===== src/rtl/sertx_pkg.sv =====
package sertx_pkg;

   localparam int LC_STOP   = 2;
   localparam int LC_PAR_EN = 3;
   localparam int LC_EVEN   = 4;
   localparam int LC_STICK  = 5;
   localparam int LC_BRK    = 6;

   typedef enum logic [2:0] {
      TX_IDLE,
      TX_START,
      TX_DATA,
      TX_PAR,
      TX_STOP
   } tx_state_e;

   typedef struct packed {
      logic [1:0] len;
      logic       stop_long;
      logic       par_en;
      logic       par_even;
      logic       par_stick;
   } frame_fmt_t;

   function automatic frame_fmt_t decode_fmt(input logic [6:0] c);
      frame_fmt_t f;
      f.len       = c[1:0];
      f.stop_long = c[LC_STOP];
      f.par_en    = c[LC_PAR_EN];
      f.par_even  = c[LC_EVEN];
      f.par_stick = c[LC_STICK];
      return f;
   endfunction

endpackage


===== src/rtl/sertx_baud.sv =====
module sertx_baud #(
   parameter int DIV_W = 16
) (
   input  logic             clk,
   input  logic             rst_n,
   input  logic [DIV_W-1:0] div,
   output logic             tick
);
   logic [DIV_W-1:0] cnt;
   logic [DIV_W-1:0] lim;

   assign lim = (div == '0) ? '0 : div - DIV_W'(1);

   always_ff @(posedge clk or negedge rst_n) begin
      if (!rst_n) begin
         cnt  <= '0;
         tick <= 1'b0;
      end else if (cnt >= lim) begin
         cnt  <= '0;
         tick <= 1'b1;
      end else begin
         cnt  <= cnt + DIV_W'(1);
         tick <= 1'b0;
      end
   end
endmodule


===== src/rtl/sertx_parity.sv =====
module sertx_parity (
   input  logic [7:0] data,
   input  logic [1:0] len,
   input  logic       even,
   input  logic       stick,
   output logic       bit_out
);
   logic [7:0] mask;
   logic [7:0] used;

   assign mask = 8'hFF >> (2'd3 - len);
   assign used = data & mask;

   always_comb begin
      if (stick)     bit_out = ~even;
      else if (even) bit_out = ^used;
      else           bit_out = ~(^used);
   end
endmodule


===== src/rtl/sertx_shifter.sv =====
module sertx_shifter
   import sertx_pkg::*;
#(
   parameter int OVS = 16
) (
   input  logic       clk,
   input  logic       rst_n,
   input  logic       tick,
   input  logic       wr_en,
   input  logic [7:0] wr_data,
   input  logic [6:0] line_ctl,
   output logic       line_bit,
   output logic       hold_full,
   output logic       busy
);
   localparam int TW   = $clog2(2 * OVS);
   localparam int HALF = OVS / 2;

   tx_state_e  st;
   logic [TW-1:0] tcnt;
   logic [TW-1:0] stop_last;
   logic [7:0] thr;
   logic [7:0] sr;
   logic [2:0] left;
   frame_fmt_t fmt;
   frame_fmt_t new_fmt;
   logic       par_q;
   logic       par_new;
   logic       bit_end;
   logic       stop_end;
   logic       load;

   assign new_fmt = decode_fmt(line_ctl);

   sertx_parity u_par (
      .data    (thr),
      .len     (new_fmt.len),
      .even    (new_fmt.par_even),
      .stick   (new_fmt.par_stick),
      .bit_out (par_new)
   );

   always_comb begin
      if (!fmt.stop_long)    stop_last = TW'(OVS - 1);
      else if (fmt.len == 0) stop_last = TW'(OVS + HALF - 1);
      else                   stop_last = TW'(2 * OVS - 1);
   end

   assign bit_end  = (tcnt == TW'(OVS - 1));
   assign stop_end = (st == TX_STOP) && (tcnt == stop_last);
   assign load     = tick && hold_full && ((st == TX_IDLE) || stop_end);

   always_ff @(posedge clk or negedge rst_n) begin
      if (!rst_n) begin
         thr       <= '0;
         hold_full <= 1'b0;
      end else if (wr_en) begin
         thr       <= wr_data;
         hold_full <= 1'b1;
      end else if (load) begin
         hold_full <= 1'b0;
      end
   end

   always_ff @(posedge clk or negedge rst_n) begin
      if (!rst_n) begin
         st    <= TX_IDLE;
         tcnt  <= '0;
         sr    <= '0;
         left  <= '0;
         fmt   <= '0;
         par_q <= 1'b0;
      end else if (load) begin
         st    <= TX_START;
         tcnt  <= '0;
         sr    <= thr;
         left  <= 3'd4 + {1'b0, new_fmt.len};
         fmt   <= new_fmt;
         par_q <= par_new;
      end else if (tick) begin
         case (st)
            TX_START: begin
               tcnt <= bit_end ? '0 : tcnt + TW'(1);
               if (bit_end) st <= TX_DATA;
            end
            TX_DATA: begin
               tcnt <= bit_end ? '0 : tcnt + TW'(1);
               if (bit_end) begin
                  sr <= sr >> 1;
                  if (left == 3'd0) st <= fmt.par_en ? TX_PAR : TX_STOP;
                  else              left <= left - 3'd1;
               end
            end
            TX_PAR: begin
               tcnt <= bit_end ? '0 : tcnt + TW'(1);
               if (bit_end) st <= TX_STOP;
            end
            TX_STOP: begin
               tcnt <= stop_end ? '0 : tcnt + TW'(1);
               if (stop_end) st <= TX_IDLE;
            end
            default: tcnt <= '0;
         endcase
      end
   end

   always_comb begin
      case (st)
         TX_START: line_bit = 1'b0;
         TX_DATA:  line_bit = sr[0];
         TX_PAR:   line_bit = par_q;
         default:  line_bit = 1'b1;
      endcase
   end

   assign busy = (st != TX_IDLE);
endmodule


===== src/rtl/serial_tx_framer.sv =====
module serial_tx_framer
   import sertx_pkg::*;
#(
   parameter int DIV_W   = 16,
   parameter int OVS     = 16,
   parameter bit OUT_REG = 1'b0
) (
   input  logic             clk,
   input  logic             rst_n,
   input  logic             wr_en,
   input  logic [7:0]       wr_data,
   input  logic [6:0]       line_ctl,
   input  logic [DIV_W-1:0] baud_div,
   output logic             txd,
   output logic             hold_empty,
   output logic             shift_empty
);
   if (OVS < 4 || (OVS % 2) != 0) begin : g_bad_ovs
      $error("OVS must be even and at least 4");
   end
   if (DIV_W < 1) begin : g_bad_div
      $error("DIV_W must be at least 1");
   end

   logic tick;
   logic line_bit;
   logic hold_full;
   logic busy;
   logic line_out;

   sertx_baud #(.DIV_W(DIV_W)) u_baud (
      .clk  (clk),
      .rst_n(rst_n),
      .div  (baud_div),
      .tick (tick)
   );

   sertx_shifter #(.OVS(OVS)) u_shift (
      .clk      (clk),
      .rst_n    (rst_n),
      .tick     (tick),
      .wr_en    (wr_en),
      .wr_data  (wr_data),
      .line_ctl (line_ctl),
      .line_bit (line_bit),
      .hold_full(hold_full),
      .busy     (busy)
   );

   assign line_out = line_ctl[LC_BRK] ? 1'b0 : line_bit;

   if (OUT_REG) begin : g_out_reg
      logic txd_q;
      always_ff @(posedge clk or negedge rst_n) begin
         if (!rst_n) txd_q <= 1'b1;
         else        txd_q <= line_out;
      end
      assign txd = txd_q;
   end else begin : g_out_comb
      assign txd = line_out;
   end

   assign hold_empty  = ~hold_full;
   assign shift_empty = ~busy;
endmodule


===== config.mk =====
export PLATFORM = sky130hd
export DESIGN_NAME = serial_tx_framer
export DESIGN_NICKNAME = d
export VERILOG_FILES = /design/src/rtl/sertx_pkg.sv /design/src/rtl/sertx_baud.sv /design/src/rtl/sertx_parity.sv /design/src/rtl/sertx_shifter.sv /design/src/rtl/serial_tx_framer.sv
export SDC_FILE = /design/constraint.sdc
export NUM_CORES = 1
export LEC_CHECK = 0
export BUFFER_PORTS_ARGS = -buffer_cell sky130_fd_sc_hd__buf_2
export CAP_MARGIN = 30
export CORE_ASPECT_RATIO = 2
export CORE_MARGIN = 2
export CORE_UTILIZATION = 33
export DETAILED_ROUTE_END_ITERATION = 10
export GPL_TIMING_DRIVEN = 0
export RECOVER_POWER = 25
export SLEW_MARGIN = 20
export SYNTH_ARGS = -nofsm -noshare
export SYNTH_HDL_FRONTEND = slang
export SYNTH_SLANG_ARGS = --single-unit

===== constraint.sdc =====
create_clock -name clk -period 2.4 [get_ports clk]
set_clock_uncertainty 0.2 [all_clocks]
set_input_delay 0.24 -clock clk [delete_from_list [all_inputs] [get_ports clk]]
set_output_delay 0.24 -clock clk [all_outputs]
set_load 0.005 [all_outputs]

* Yosys cells after proc, flatten, opt, wreduce, memory -nomap -nowiden
Index checks and enable logic that the tools add are counted.
** Cells by class
- Multiply operators :: 0
- Add/sub/neg operators :: 6
- Mux-type cells :: 34
- Div/mod/pow operators :: 0
- Shift operators :: 1
- Eq/ne operators :: 12
- Reductions and logical operators :: 19
- Bitwise operators :: 5
- Magnitude comparators :: 1
** Operators by type and width (number)
- two-way mux 3 bit :: 13
- two-way mux 16 bit :: 2
- two-way mux 8 bit :: 4
- two-way mux 5 bit :: 5
- adder 16 x 1 -> 16 bit, second input constant :: 1
- greater-or-equal comparator 16 bit :: 1
- zero test 16 bit :: 1
- subtractor 16 x 1 -> 16 bit, second input constant :: 1
- inequality test 3 x 1 -> 1 bit, second input constant :: 5
- case mux 3 bit (4 select lines) :: 1
- case mux 5 bit (2 select lines) :: 1
- bitwise AND 8 bit :: 1
- nonzero test 2 bit :: 4
- XOR reduction 8 bit :: 1
- >> shifter 8 x 2 -> 8 bit, first input constant :: 1
- AND reduction 7 bit :: 1
- equality test 3 x 2 -> 1 bit, second input constant :: 2
- zero test 3 bit :: 2
- two-way mux 1 bit :: 6
- adder 5 x 1 -> 5 bit, second input constant :: 1
- equality test 5 x 4 -> 1 bit, second input constant :: 1
- equality test 5 bit :: 1
- nonzero test 5 bit :: 1
- two-way mux 4 bit :: 1
- 15 further kinds :: 20
** Word-level totals
- Memory bits (writable) :: 0
- Bits in registers :: 50
- Bits in latches :: 0
- Logic and storage cells :: 90
- ROM bits :: 0
- Output and inout bits :: 3
- Memories :: 0

* Depth between registers and ports, before layout
Gate-level depths: netlist (run 1).
- Depth after elaboration :: 9
- Mapped depth :: 13
- Gate-level depth less buffers :: 13

* Cells and area by module
From an unflattened synthesis (run 1), not the netlist that was laid out.
** Second synthesis, totals
- Cells, all modules :: 352
- Area total of the unflattened synthesis :: 3398.3 µm²
** Modules (own cells, without submodules)
- sertx_shifter :: cells an instance 153, area each 1740.4 µm², times used 1, sequential area each 825.8 µm²
- sertx_baud :: cells an instance 180, area each 1485.2 µm², times used 1, sequential area each 425.4 µm²
- sertx_parity :: cells an instance 16, area each 151.4 µm², times used 1, sequential area each 0.0 µm²
- serial_tx_framer :: cells an instance 3, area each 21.3 µm², times used 1, sequential area each 0.0 µm²

* Worst setup path before layout (run 1)
OpenSTA, ideal clock, no wires.
- Path kind :: input port to flip-flop
- Start :: input baud_div[12]
- End :: register u_baud.cnt[10]
- Path buffers :: 1
- Path slack :: -0.555 ns
- Stages on the path :: 12
- Arrival time :: 2.677 ns
- Path through :: or3_1 nor3_1 nand4_1 and2_1 ha_1 nand2b_1 a21o_1 a21o_1 a21oi_1 o211ai_1 clkbuf_1 a21oi_1
** On the way
- Word-level cells in the longest chain between the ends :: 4
- Elaborated cells on any way between the ends :: 5
- Those cells by class :: add/sub (1); order compare (1); mux (2); reduce/logical (1)
** RTL lines
- start, declared :: RTL line serial_tx_framer.sv:13 : input logic [DIV_W-1:0] baud_div,
- subtractor 16 x 1 -> 16 bit / zero test 16 bit (equally long branches) :: RTL line sertx_baud.sv:12 : assign lim = (div == '0) ? '0 : div - DIV_W'(1);
- two-way mux 16 bit * :: RTL line sertx_baud.sv:12
- greater-or-equal comparator 16 bit * :: RTL line sertx_baud.sv:18 : end else if (cnt >= lim) begin
- two-way mux 16 bit * :: RTL line sertx_baud.sv:18
- end signal, assigned :: RTL line sertx_baud.sv:22 : cnt <= cnt + DIV_W'(1);
- end, declared :: RTL line sertx_baud.sv:9 : logic [DIV_W-1:0] cnt;
Every way passes the cells marked *; elsewhere a longest branch is shown, timed or not.
A chain may end at the register's enable or synchronous reset.

* Worst setup path in the final report (run 1)
- Start :: input baud_div[12]
- End :: register u_baud.cnt[14]
The elaborated chain is that of the path after synthesis.

==> results of run 1 <==
synthesized netlist by cell type, drive strengths merged (2+ instances only):
cell | instances | area share
nor3 | 5 | 0.0076
a21oi | 31 | 0.047
mux2i | 3 | 0.0091
o22ai | 2 | 0.0038
clkbuf | 6 | 0.0068
nor2 | 14 | 0.016
buf | 6 | 0.011
xor2 | 12 | 0.032
mux2 | 12 | 0.044
and2 | 3 | 0.0057
nand2b | 6 | 0.011
nor2b | 2 | 0.0038
xnor2 | 21 | 0.058
nand2 | 53 | 0.060
and3 | 4 | 0.0091
and4 | 3 | 0.0079
o31ai | 3 | 0.011
a21bo | 2 | 0.0060
nor4 | 2 | 0.0057
nand3 | 16 | 0.026
o211ai | 4 | 0.0091
o21ai | 13 | 0.021
a22o | 8 | 0.021
o211a | 2 | 0.0060
nor3b | 2 | 0.0079
a21o | 9 | 0.020
ha | 24 | 0.091
dfrtp | 50 | 0.38
inv | 14 | 0.016
nand4 | 7 | 0.013
layout make-up:
type                    count  area, um2
clock buffers               6        139
well taps                 132        165
multi-input cells         273       2150
plain buffers              12       87.6
flip-flops and latches     50       1250
fillers                   959       5460
clock inverters             1       30.0
inverters                  14       52.6
repair buffers             62        433
per-stage QoR:
step	cell area, um2	utilization	cells	total power, uW
4_1_cts	4250	0.435	546	2530
2_1_floorplan	3410	-	349	1430
3_5_place_dp	3750	0.384	516	1610
6_report	4310	0.441	550	2540
3_3_place_gp	3750	0.384	516	1600
5_1_grt	4310	0.441	550	2680
worst min-delay path, cell delays in order:
cell and delay (ns):
buf_2 0.09, xnor2_1 0.11, o21ai_1 0.06
state kept, by name, summed over array words and instances (netlist names), 3 cells and up:
register / cells
u_baud.cnt: 16
u_shift.fmt: 4
u_shift.left: 3
u_shift.sr: 8
u_shift.st: 3
u_shift.tcnt: 5
u_shift.thr: 8
kinds of logic after synthesis:
kind of cell	synth area share
flip-flops	0.378
adder cells (fa/ha/maj)	0.0907
AO/OA/AOI/OAI	0.166
AND/OR/NAND/NOR	0.182
multiplexers	0.0533
buffers and inverters	0.0333
XOR/XNOR	0.0964
layout by cell type (no fill, tap or decap), types with 4 or more instances in the layout:
master	instances
nand2_1	52
dfrtp_1	50
buf_2	34
ha_1	22
xnor2_1	20
a21oi_2	17
inv_1	14
buf_4	14
nand3_1	13
nor2_1	12
xor2_1	12
o21ai_0	11
a21oi_1	11
dlygate4sd3_1	11
a21o_1	9
a22o_1	8
nand4_1	7
mux2_2	7
nand2b_1	5
buf_6	5
clkbuf_16	5
nor3_1	4
clkbuf_1	4
o211ai_1	4
power by group:
| group | internal [uW] | switching (uW) | leakage, uW |
|---|---|---|---|
| clock | 515 | 307 | 0.0000829 |
| combinational | 351 | 343 | 0.00131 |
| sequential | 919 | 108 | 0.000636 |
| total | 1790 | 758 | 0.00202 |
per-layer routing:
| metal | vias to the layer above | track usage | share of wire |
|---|---|---|---|
| met4 | 0 | 0.0518 | 0.020 |
| met3 | 9 | 0.0249 | 0.024 |
| li1 | 1374 | - | - |
| met5 | - | 0 | 0 |
| met2 | 45 | 0.311 | 0.60 |
| met1 | 1338 | 0.153 | 0.36 |
timing repair:
item,CTS,global route
pin swaps,13,7
endpoints found under the setup margin,20,20
cloned,2,0
endpoints found under the hold margin,60,0
resized for setup,24,5
hold buffers,11,0
setup buffers,10,4
worst min path at each step:
stage               cells after the start        endpoint  slack (ns)   startpoint
floorplan                               0   u_baud.cnt[0]       -0.26        rst_n
global placement                        3  u_shift.thr[7]        0.25   wr_data[7]
detailed placement                      1   u_shift.sr[3]        0.12        rst_n
CTS                                     2  u_shift.fmt[4]        0.03  line_ctl[0]
global route                            3   u_shift.par_q        0.05  line_ctl[4]
finish                                  3   u_shift.par_q        0.04  line_ctl[4]
==> impl_results.md, run 1 <==
- Vias: 2766
- CTS sink count: 50
- H-tree Lvls: 2
- WS Path Type: in -> reg
- Row Count: 51
- Initial Util: 0.339
- Power per cell area: 591 nW/um2
- Worst VDD drop: 0.353 mV
- Critical path launch point: baud_div[12]
- Family with the most delay on the worst path: compound AO/OA/AOI/OAI gates
- Post-route ant nets: 0
- Fin worst setup slack: -0.307 ns
- Final hold violations: 0
- Status: finished, violations left
- Worst EP required: 2.43 ns
- Syn Nets: 407
- I/O pins: 37
- Die extent in y: 146 um
- Reg2Reg Launch Point: u_baud.cnt[0]
- Final setup fails: 17
- Worst slack, placed: -1.11 ns
- Critical-path top delay cell: or3_4
- DR pass1 iterations: 4
- Syn Inst Count: 349
- Worst EP arrival: 2.74 ns
- Antenna diodes: 0
- Crit share post-route: 1.13
- Post-synth EDFFs: 0
- Synth Register Bits: 50
- Initial antenna violation count: 0
- Worst min path class: in -> reg
- Nets@finish: 476
- DR WL/cell: 14.5 um
- Failing checks: setup timing
- Rel. slew slack: 0.163
- Startpoint Class: input port
- CTS Buffer Depth: 2
- CTS root buf: clkbuf_16
- Reg2Reg Setup Slack: 0.14 ns
- R2R depth: 9
- FF-to-FF End: u_baud.cnt[14]
- Layout cells sized above 1: 0.282
- CP bufs+invs: 4
- Via density: 5.03
- Final total negative setup slack: -4.75 ns
- # DRC: 0
- Crit. path cell count: 14
- DR iter-0 viols: 77
- Die area: 10900 um2
- Global route overflow: 0
- Ys flop type: dfrtp_1
- Synth Cell Area: 3310 um2
- Crit Path Max Fanout: 10
- Total GRT Usage: 0.157
- Ys async rst share: 1.00
- Fmax: 369 MHz
- Sequential element share of the synthesized area: 0.378
- Setup crit end kind: flip-flop
- Crit path capture: u_baud.cnt[14]
- Period minus WS final: 2.71 ns
- Mean post-synth cell area: 9.48 um2
- Synthesis Warnings: 0
- CP peak stage delay: 0.39 ns
- Max cap viols: 0
- Leak: 0.00202 uW
- GP Congestion: 0.789
- Clk_lat worst skew: 0.29 ns
- Slew Viols, Final: 0
- Final WL: 7990 um
- RSZ-0062 raised after global routing: true
- Critical-path cell list: buf_6, or3_4, nor3_4, nand4_1, buf_4, clkbuf_8, nand2_1, ha_4, a21o_1, a21o_1, a21oi_2, o211ai_1, buf_4, a21oi_2
- Die Wd: 74.8 um
- Clock slew at reported path FFs: 0.07 ns
- DP HPWL: 5920 um
- Area grow syn2layout: 30.1%
- Netlist cell types: 52
- Buffers on Ports: 35
- First-pass GRT wire length: 13300 um
- Pin count of the biggest net entering global routing: 51
- Num CTS Buffers: 5
- CTS tree: done
- CORE AREA: 9760 um2
- Hold_ws: 0.0386 ns
- Vias in the first global route: 2914
- Least-Margin Pin Slew: 1.26 ns
Note: power is estimated with default switching activity, not from simulation.
==> inputs of run 2 (changes only) <==
--- a/config.mk
+++ b/config.mk
@@ -10,6 +10,7 @@
 export CORE_ASPECT_RATIO = 2
 export CORE_MARGIN = 2
 export CORE_UTILIZATION = 33
+export CTS_BUF_LIST = sky130_fd_sc_hd__clkbuf_4
 export DETAILED_ROUTE_END_ITERATION = 10
 export GPL_TIMING_DRIVEN = 0
 export RECOVER_POWER = 25
==> run 2 against run 1 <==
  * The flow still finishes with violations (setup timing)
  * Utilization is 0.65 points lower
  * Largest cell class unchanged
  * First-iteration DRC count is 1.3% higher
  * Combinational power shrank 1%
  * Non-clock buffer count rose by 4
  * Via count decreased by 0.65%
  * Hold slack worse by 0.0056 ns
==> impl_results.md, run 2 (synthesis gave the netlist of run 1 again) <==
- Status: finished, violations left
- Failing checks: setup timing
- Area grow syn2layout: 28.2%
- Slew Viols, Final: 0 (unchanged)
- Via density: 4.96 (-1.4%)
- DR pass1 iterations: 4 (unchanged)
- Pin count of the biggest net entering global routing: 51 (unchanged)
- Footprint of the multi-input gates: 2150 um2 (+0.29%)
- First-pass GRT wire length: 13100 um (-1.5%)
- GP Congestion: 0.789 (unchanged)
- Placed cell area: 3750 um2 (unchanged)
- Final total negative setup slack: -3.82 ns (+0.935 ns)
- Final hold violations: 0 (unchanged)
- Max cap viols: 0 (unchanged)
- Clock slew at reported path FFs: 0.14 ns (+0.07 ns)
- CTS Buffer Depth: 2 (unchanged)
- Utilization after layout: 0.434 (-0.00654)
- Least-Margin Pin Slew: 1.26 ns (+0.00631 ns)
- Buffers on Ports: 35 (unchanged)
- Commonest non-fill, non-tap cell in the layout: nand2_1
- Row Count: 51 (unchanged)
- DR WL/cell: 14.4 um (-1.2%)
- Post-route ant nets: 0 (unchanged)
- H-tree Lvls: 2 (unchanged)
- I/O pins: 37 (unchanged)
- CTS sink count: 50 (unchanged)
- CTS root buf: clkbuf_4
- Worst EP required: 2.53 ns (+0.10 ns)
- Crit Path Max Fanout: 4 (-6)
- Worst VDD drop: 0.309 mV (-12%)
- Max reg flops: 16 (unchanged)
- Reg2Reg Setup Slack: 0.14 ns (about the same)
- GR Layer Usage met3: 0.0229 (-0.00208)
- Initial antenna violation count: 0 (unchanged)
- DR iter-0 viols: 78 (+1.3%)
- M2 GR Usage: 0.303 (-0.00796)
- Antenna diodes: 0 (unchanged)
- Design area: 4240 um2 (-1.5%)
- CORE AREA: 9760 um2 (unchanged)
- DP HPWL: 5920 um (unchanged)
- Die Wd: 74.8 um (unchanged)
- Clk_lat worst skew: 0.38 ns (+0.09 ns)
- CTS tree: done
- Layout cells sized above 1: 0.282 (-0.000306)
- Total GRT Usage: 0.154 (-0.00341)
- Register with the most flip-flops: u_baud.cnt
- Vias: 2748 (-0.65%)
- WS Path Type: in -> reg
- Num CTS Buffers: 5 (unchanged)
- Global route overflow: 0 (unchanged)
- Die extent in y: 146 um (unchanged)
- Nets@finish: 480 (+0.84%)
- Vias in the first global route: 2910 (-0.14%)
- Fill cells: 959 (unchanged)
- Register area: 1250 um2 (unchanged)
- Biggest regs: u_baud.cnt: 16 flops, u_shift.sr: 8 flops, u_shift.thr: 8 flops
- Most used routing layer: met2
- Leak: 0.00200 uW (-1.3%)
- Startpoint Class: input port
- Initial Util: 0.339 (unchanged)
- # DRC: 0 (unchanged)
- Worst EP arrival: 2.78 ns (+0.04 ns)
- Final setup fails: 17 (unchanged)
- Setup crit end kind: flip-flop
- Worst min path class: in -> reg
- Commonest cells after routing, fill and taps aside: nand2_1, dfrtp_1, buf_2, ha_1, xnor2_1
- RSZ-0062 raised after global routing: true
- Period minus WS final: 2.65 ns (-0.0533 ns)
- Rel. slew slack: 0.159 (-0.00421)
- Fin worst setup slack: -0.254 ns (+0.0533 ns)
- Die area: 10900 um2 (unchanged)
- Final WL: 7950 um (-0.50%)
- M1 GR Usage: 0.150 (-0.00304)
- Crit share post-route: 1.11 (-0.0222)
- Power per cell area: 516 nW/um2 (-13%)
- Fmax: 377 MHz (+2.0%)
## run 2: cell types whose count changed in the layout (fill, tap and decap cells not counted), sizes merged
cell	before	now
dlygate4sd3	11	14
buf	55	56
clkbuf	14	13
clkinv	0	1
## run 2: through the flow
stage,instances,power [uW],worst slack [ns],hold WS [ns]
after CTS,544,2190,-0.215,0.0199
after detailed placement,516,1610,-1.11,0.122
final,554,2190,-0.254,0.0331
after floorplan,349,1430,-0.430,-0.256
after global placement,516,1600,-1.07,0.254
after global routing,554,2330,-0.333,0.0276
## run 2: per-layer routing
| metal | routed length (um) | part of all wire | vias to the layer above |
|---|---|---|---|
| met3 | 181 | 0.023 | 12 |
| li1 | - | - | 1376 |
| met4 | 195 | 0.025 | 0 |
| met2 | 4660 | 0.59 | 48 |
| met5 | 0 | 0 | - |
| met1 | 2920 | 0.37 | 1312 |
## run 2: worst max-delay path: stages
cell and delay (ns):
buf_8 0.09, or3_4 0.39, nor3_4 0.19, nand4_1 0.13, buf_4 0.18, a21bo_4 0.18
ha_4 0.19, a21o_1 0.17, a21o_1 0.21, a21oi_4 0.20, o211ai_1 0.24, buf_4 0.24
a21oi_2 0.11
## run 2: layout make-up
cell class                      count  area share
Multi-Input combinational cell    273       0.508
Clock inverter                      2     0.00796
Inverter                           14      0.0124
Timing Repair Buffer               66       0.108
Clock buffer                        5     0.00885
Sequential cell                    50       0.295
Tap cell                          132      0.0389
Buffer                             12      0.0212
## run 2: worst paths after layout
| check | start | endpoint | cells past startpoint |
|---|---|---|---|
| hold / removal | line_ctl[5] | u_shift.par_q | 4 |
| setup / recovery | baud_div[11] | u_baud.cnt[1] | 13 |
| hold reg to reg | u_shift.sr[5] | u_shift.sr[5] | 1 |
| max in group asynchronous | rst_n | u_shift.fmt[5] | 2 |
| min in group asynchronous | rst_n | u_shift.thr[1] | 2 |
| setup reg to reg | u_baud.cnt[0] | u_baud.cnt[1] | 9 |
## run 2: what timing repair did
item / 4_1_cts / 5_1_grt
setup endpoints to repair: 20 / 20
gates cloned: 1 / 0
setup buffers: 6 / 10
resized for setup: 17 / 14
hold buffers: 14 / 0
pin swaps: 14 / 16
hold endpoints to repair: 65 / 0
## run 2: report_power, final
part / internal [uW] / switching (uW)
registers: 918 / 102
logic: 347 / 340
clock network: 211 / 272
total: 1480 / 714
==> inputs of run 3 (changes only) <==
--- a/config.mk
+++ b/config.mk
@@ -14,6 +14,7 @@
 export DETAILED_ROUTE_END_ITERATION = 10
 export GPL_TIMING_DRIVEN = 0
 export RECOVER_POWER = 25
+export REMOVE_ABC_BUFFERS = 1
 export SLEW_MARGIN = 20
 export SYNTH_ARGS = -nofsm -noshare
 export SYNTH_HDL_FRONTEND = slang
==> run 3 against run 2 <==
  * The flow still finishes with violations (setup timing)
  * Count of clock-buffer cells in the layout stayed put
  * Critical path depth unchanged
  * Combinational power is 2% higher
  * Worst setup slack worse by 0.023 ns
  * Sequential power barely moved
  * Clock power decreased by 19%
  * Via count shrank 0.76%
  * Cell count fell by 1.6%
  * Register-to-register slack improved by 0.03 ns
  * Global-route usage fell by 0.18 points
  * Maximum frequency fell by 0.84%
  * Utilization decreased by 1.2 points
==> impl_results.md, run 3 (synthesis gave the netlist of run 1 again) <==
- Buffers on Ports: 36 (+2.9%)
- H-tree Lvls: 2 (unchanged)
- Setup crit end kind: flip-flop
- Worst min path class: in -> reg
- DP HPWL: 5490 um (-7.2%)
- Pin count of the biggest net entering global routing: 51 (unchanged)
- Worst VDD drop: 0.332 mV (+7.6%)
- Placed cell area: 3610 um2 (-3.6%)
- Die Wd: 74.8 um (unchanged)
- Initial Util: 0.339 (unchanged)
- Vias: 2727 (-0.76%)
- Nets@finish: 471 (-1.9%)
- Antenna diodes: 0 (unchanged)
- Reg2Reg Launch Point: u_shift.tcnt[1]
- Fin worst setup slack: -0.277 ns (-0.0226 ns)
- Area grow syn2layout: 24.7%
- GP Congestion: 0.736 (-6.6%)
- CTS root buf: clkbuf_4
- RSZ-0062 raised after global routing: true
- Worst slack, placed: -1.55 ns (-0.443 ns)
- Least-Margin Pin Slew: 1.27 ns (+0.00501 ns)
- DR iter-0 viols: 104 (+33%)
- Max reg flops: 16 (unchanged)
- Critical path launch point: baud_div[11]
- Clock slew at reported path FFs: 0.14 ns (about the same)
- Max cap viols: 0 (unchanged)
- Die extent in y: 146 um (unchanged)
- Biggest regs: u_baud.cnt: 16 flops, u_shift.sr: 8 flops, u_shift.thr: 8 flops
- Commonest cells after routing, fill and taps aside: nand2_1, dfrtp_1, buf_2, ha_1, xnor2_1
- DR WL/cell: 14.2 um (-1.1%)
- Clk_lat worst skew: 0.38 ns (about the same)
- Slew Viols, Final: 0 (unchanged)
- Register with the most flip-flops: u_baud.cnt
- Worst EP required: 2.52 ns (about the same)
- Hold path start: wr_en
- Worst EP arrival: 2.80 ns (+0.02 ns)
- Status: finished, violations left
- Utilization after layout: 0.423 (-0.0118)
- Leak: 0.00195 uW (-2.3%)
- Fill cells: 958 (-0.10%)
- Final hold violations: 0 (unchanged)
- Via density: 5.00 (+0.87%)
- CTS Buffer Depth: 2 (unchanged)
- Startpoint Class: input port
- CTS sink count: 50 (unchanged)
- I/O pins: 37 (unchanged)
- Fmax: 374 MHz (-0.84%)
- Num CTS Buffers: 5 (unchanged)
- Power per cell area: 512 nW/um2 (-0.83%)
- Design area: 4130 um2 (-2.7%)
- Total GRT Usage: 0.152 (-0.00177)
- Layout cells sized above 1: 0.266 (-0.0156)
- Post-route ant nets: 0 (unchanged)
- WS Path Type: in -> reg
- Period minus WS final: 2.68 ns (+0.0226 ns)
- Final setup fails: 17 (unchanged)
- First-pass GRT wire length: 13100 um (+0.16%)
- # DRC: 0 (unchanged)
- Final WL: 7740 um (-2.7%)
- Initial antenna violation count: 0 (unchanged)
- CTS tree: done
- Die area: 10900 um2 (unchanged)
- Global route overflow: 0 (unchanged)
- Crit Path Max Fanout: 5 (+1)
- Vias in the first global route: 2857 (-1.8%)
- DR pass1 iterations: 4 (unchanged)
- Failing checks: setup timing
- CORE AREA: 9760 um2 (unchanged)
- Row Count: 51 (unchanged)
- Rel. slew slack: 0.156 (-0.00334)
- Crit share post-route: 1.12 (+0.00940)
## run 3: cell count changes in the layout (fill, tap and decap cells not counted), moves of 2 or more
| cell | before | now |
|---|---|---|
| clkbuf_1 | 4 | 0 |
| nand2_1 | 52 | 50 |
| clkinvlp_4 | 0 | 2 |
| a21oi_2 | 17 | 14 |
| nand2_2 | 1 | 3 |
| a21oi_1 | 11 | 14 |
| clkbuf_8 | 3 | 0 |
## run 3: final cells by class
class / count / area (um2) / area share
multi-input cells: 273 / 2110 / 0.512
inverters: 14 / 52.6 / 0.0127
repair buffers: 69 / 490 / 0.119
well taps: 132 / 165 / 0.0400
clock buffers: 5 / 37.5 / 0.00910
flip-flops and latches: 50 / 1250 / 0.303
clock inverters: 2 / 15.0 / 0.00364
## run 3: worst paths after layout
kind	endpoint	cells after the start	slack, ns
worst max-delay path	u_baud.cnt[8]	13	-0.28
worst max register to register	u_shift.left[2]	10	0.17
max in group asynchronous	u_shift.st[0]	2	0.79
min in group asynchronous	u_shift.sr[3]	2	0.45
worst min-delay path	u_shift.hold_full	2	0.01
worst min register to register	u_shift.par_q	2	0.33
## run 3: through the flow
step / cells / total power [uW] / hold slack, ns / TNS, ns
finish: 545 / 2110 / 0.0142 / -4.44
global route: 545 / 2260 / 0.00266 / -6.10
detailed placement: 506 / 1560 / 0.115 / -25.15
CTS: 541 / 2110 / 0.00123 / -3.27
floorplan: 337 / 1370 / -0.256 / -14.11
global placement: 505 / 1520 / 0.267 / -29.00
## run 3: critical path, cell delays in order
cell and delay [ns]:
buf_6 0.09, or3_4 0.40, nor3_4 0.15, nand4_1 0.23, and2_1 0.24, ha_1 0.28
nand2b_4 0.14, a21o_1 0.14, a21o_1 0.16, a21oi_2 0.17, o211ai_1 0.20, buf_4 0.22
a21oi_2 0.12
## run 3: power by group
group / internal, uW / switching [uW] / total, uW / leakage, uW
clock network: 109 / 281 / 390 / 0.0000233
registers: 918 / 107 / 1030 / 0.000636
logic: 360 / 338 / 698 / 0.00129
## run 3: layer usage
metal / wire, um / global-route usage / share of wire / vias up
met2: 4690 / 0.300 / 0.61 / 44
met3: 147 / 0.0201 / 0.019 / 8
met5: 0 / 0 / 0 / -
li1: - / - / - / 1363
met1: 2780 / 0.153 / 0.36 / 1312
met4: 124 / 0.0482 / 0.016 / 0
## run 3: timing repair
action                                  CTS  global route
endpoints found under the setup margin   24            20
gates resized for setup                  34             4
cloned                                    1             0
pin swaps                                30             7
endpoints found under the hold margin    65             0
hold buffers                             15             0
setup buffers                            13             4
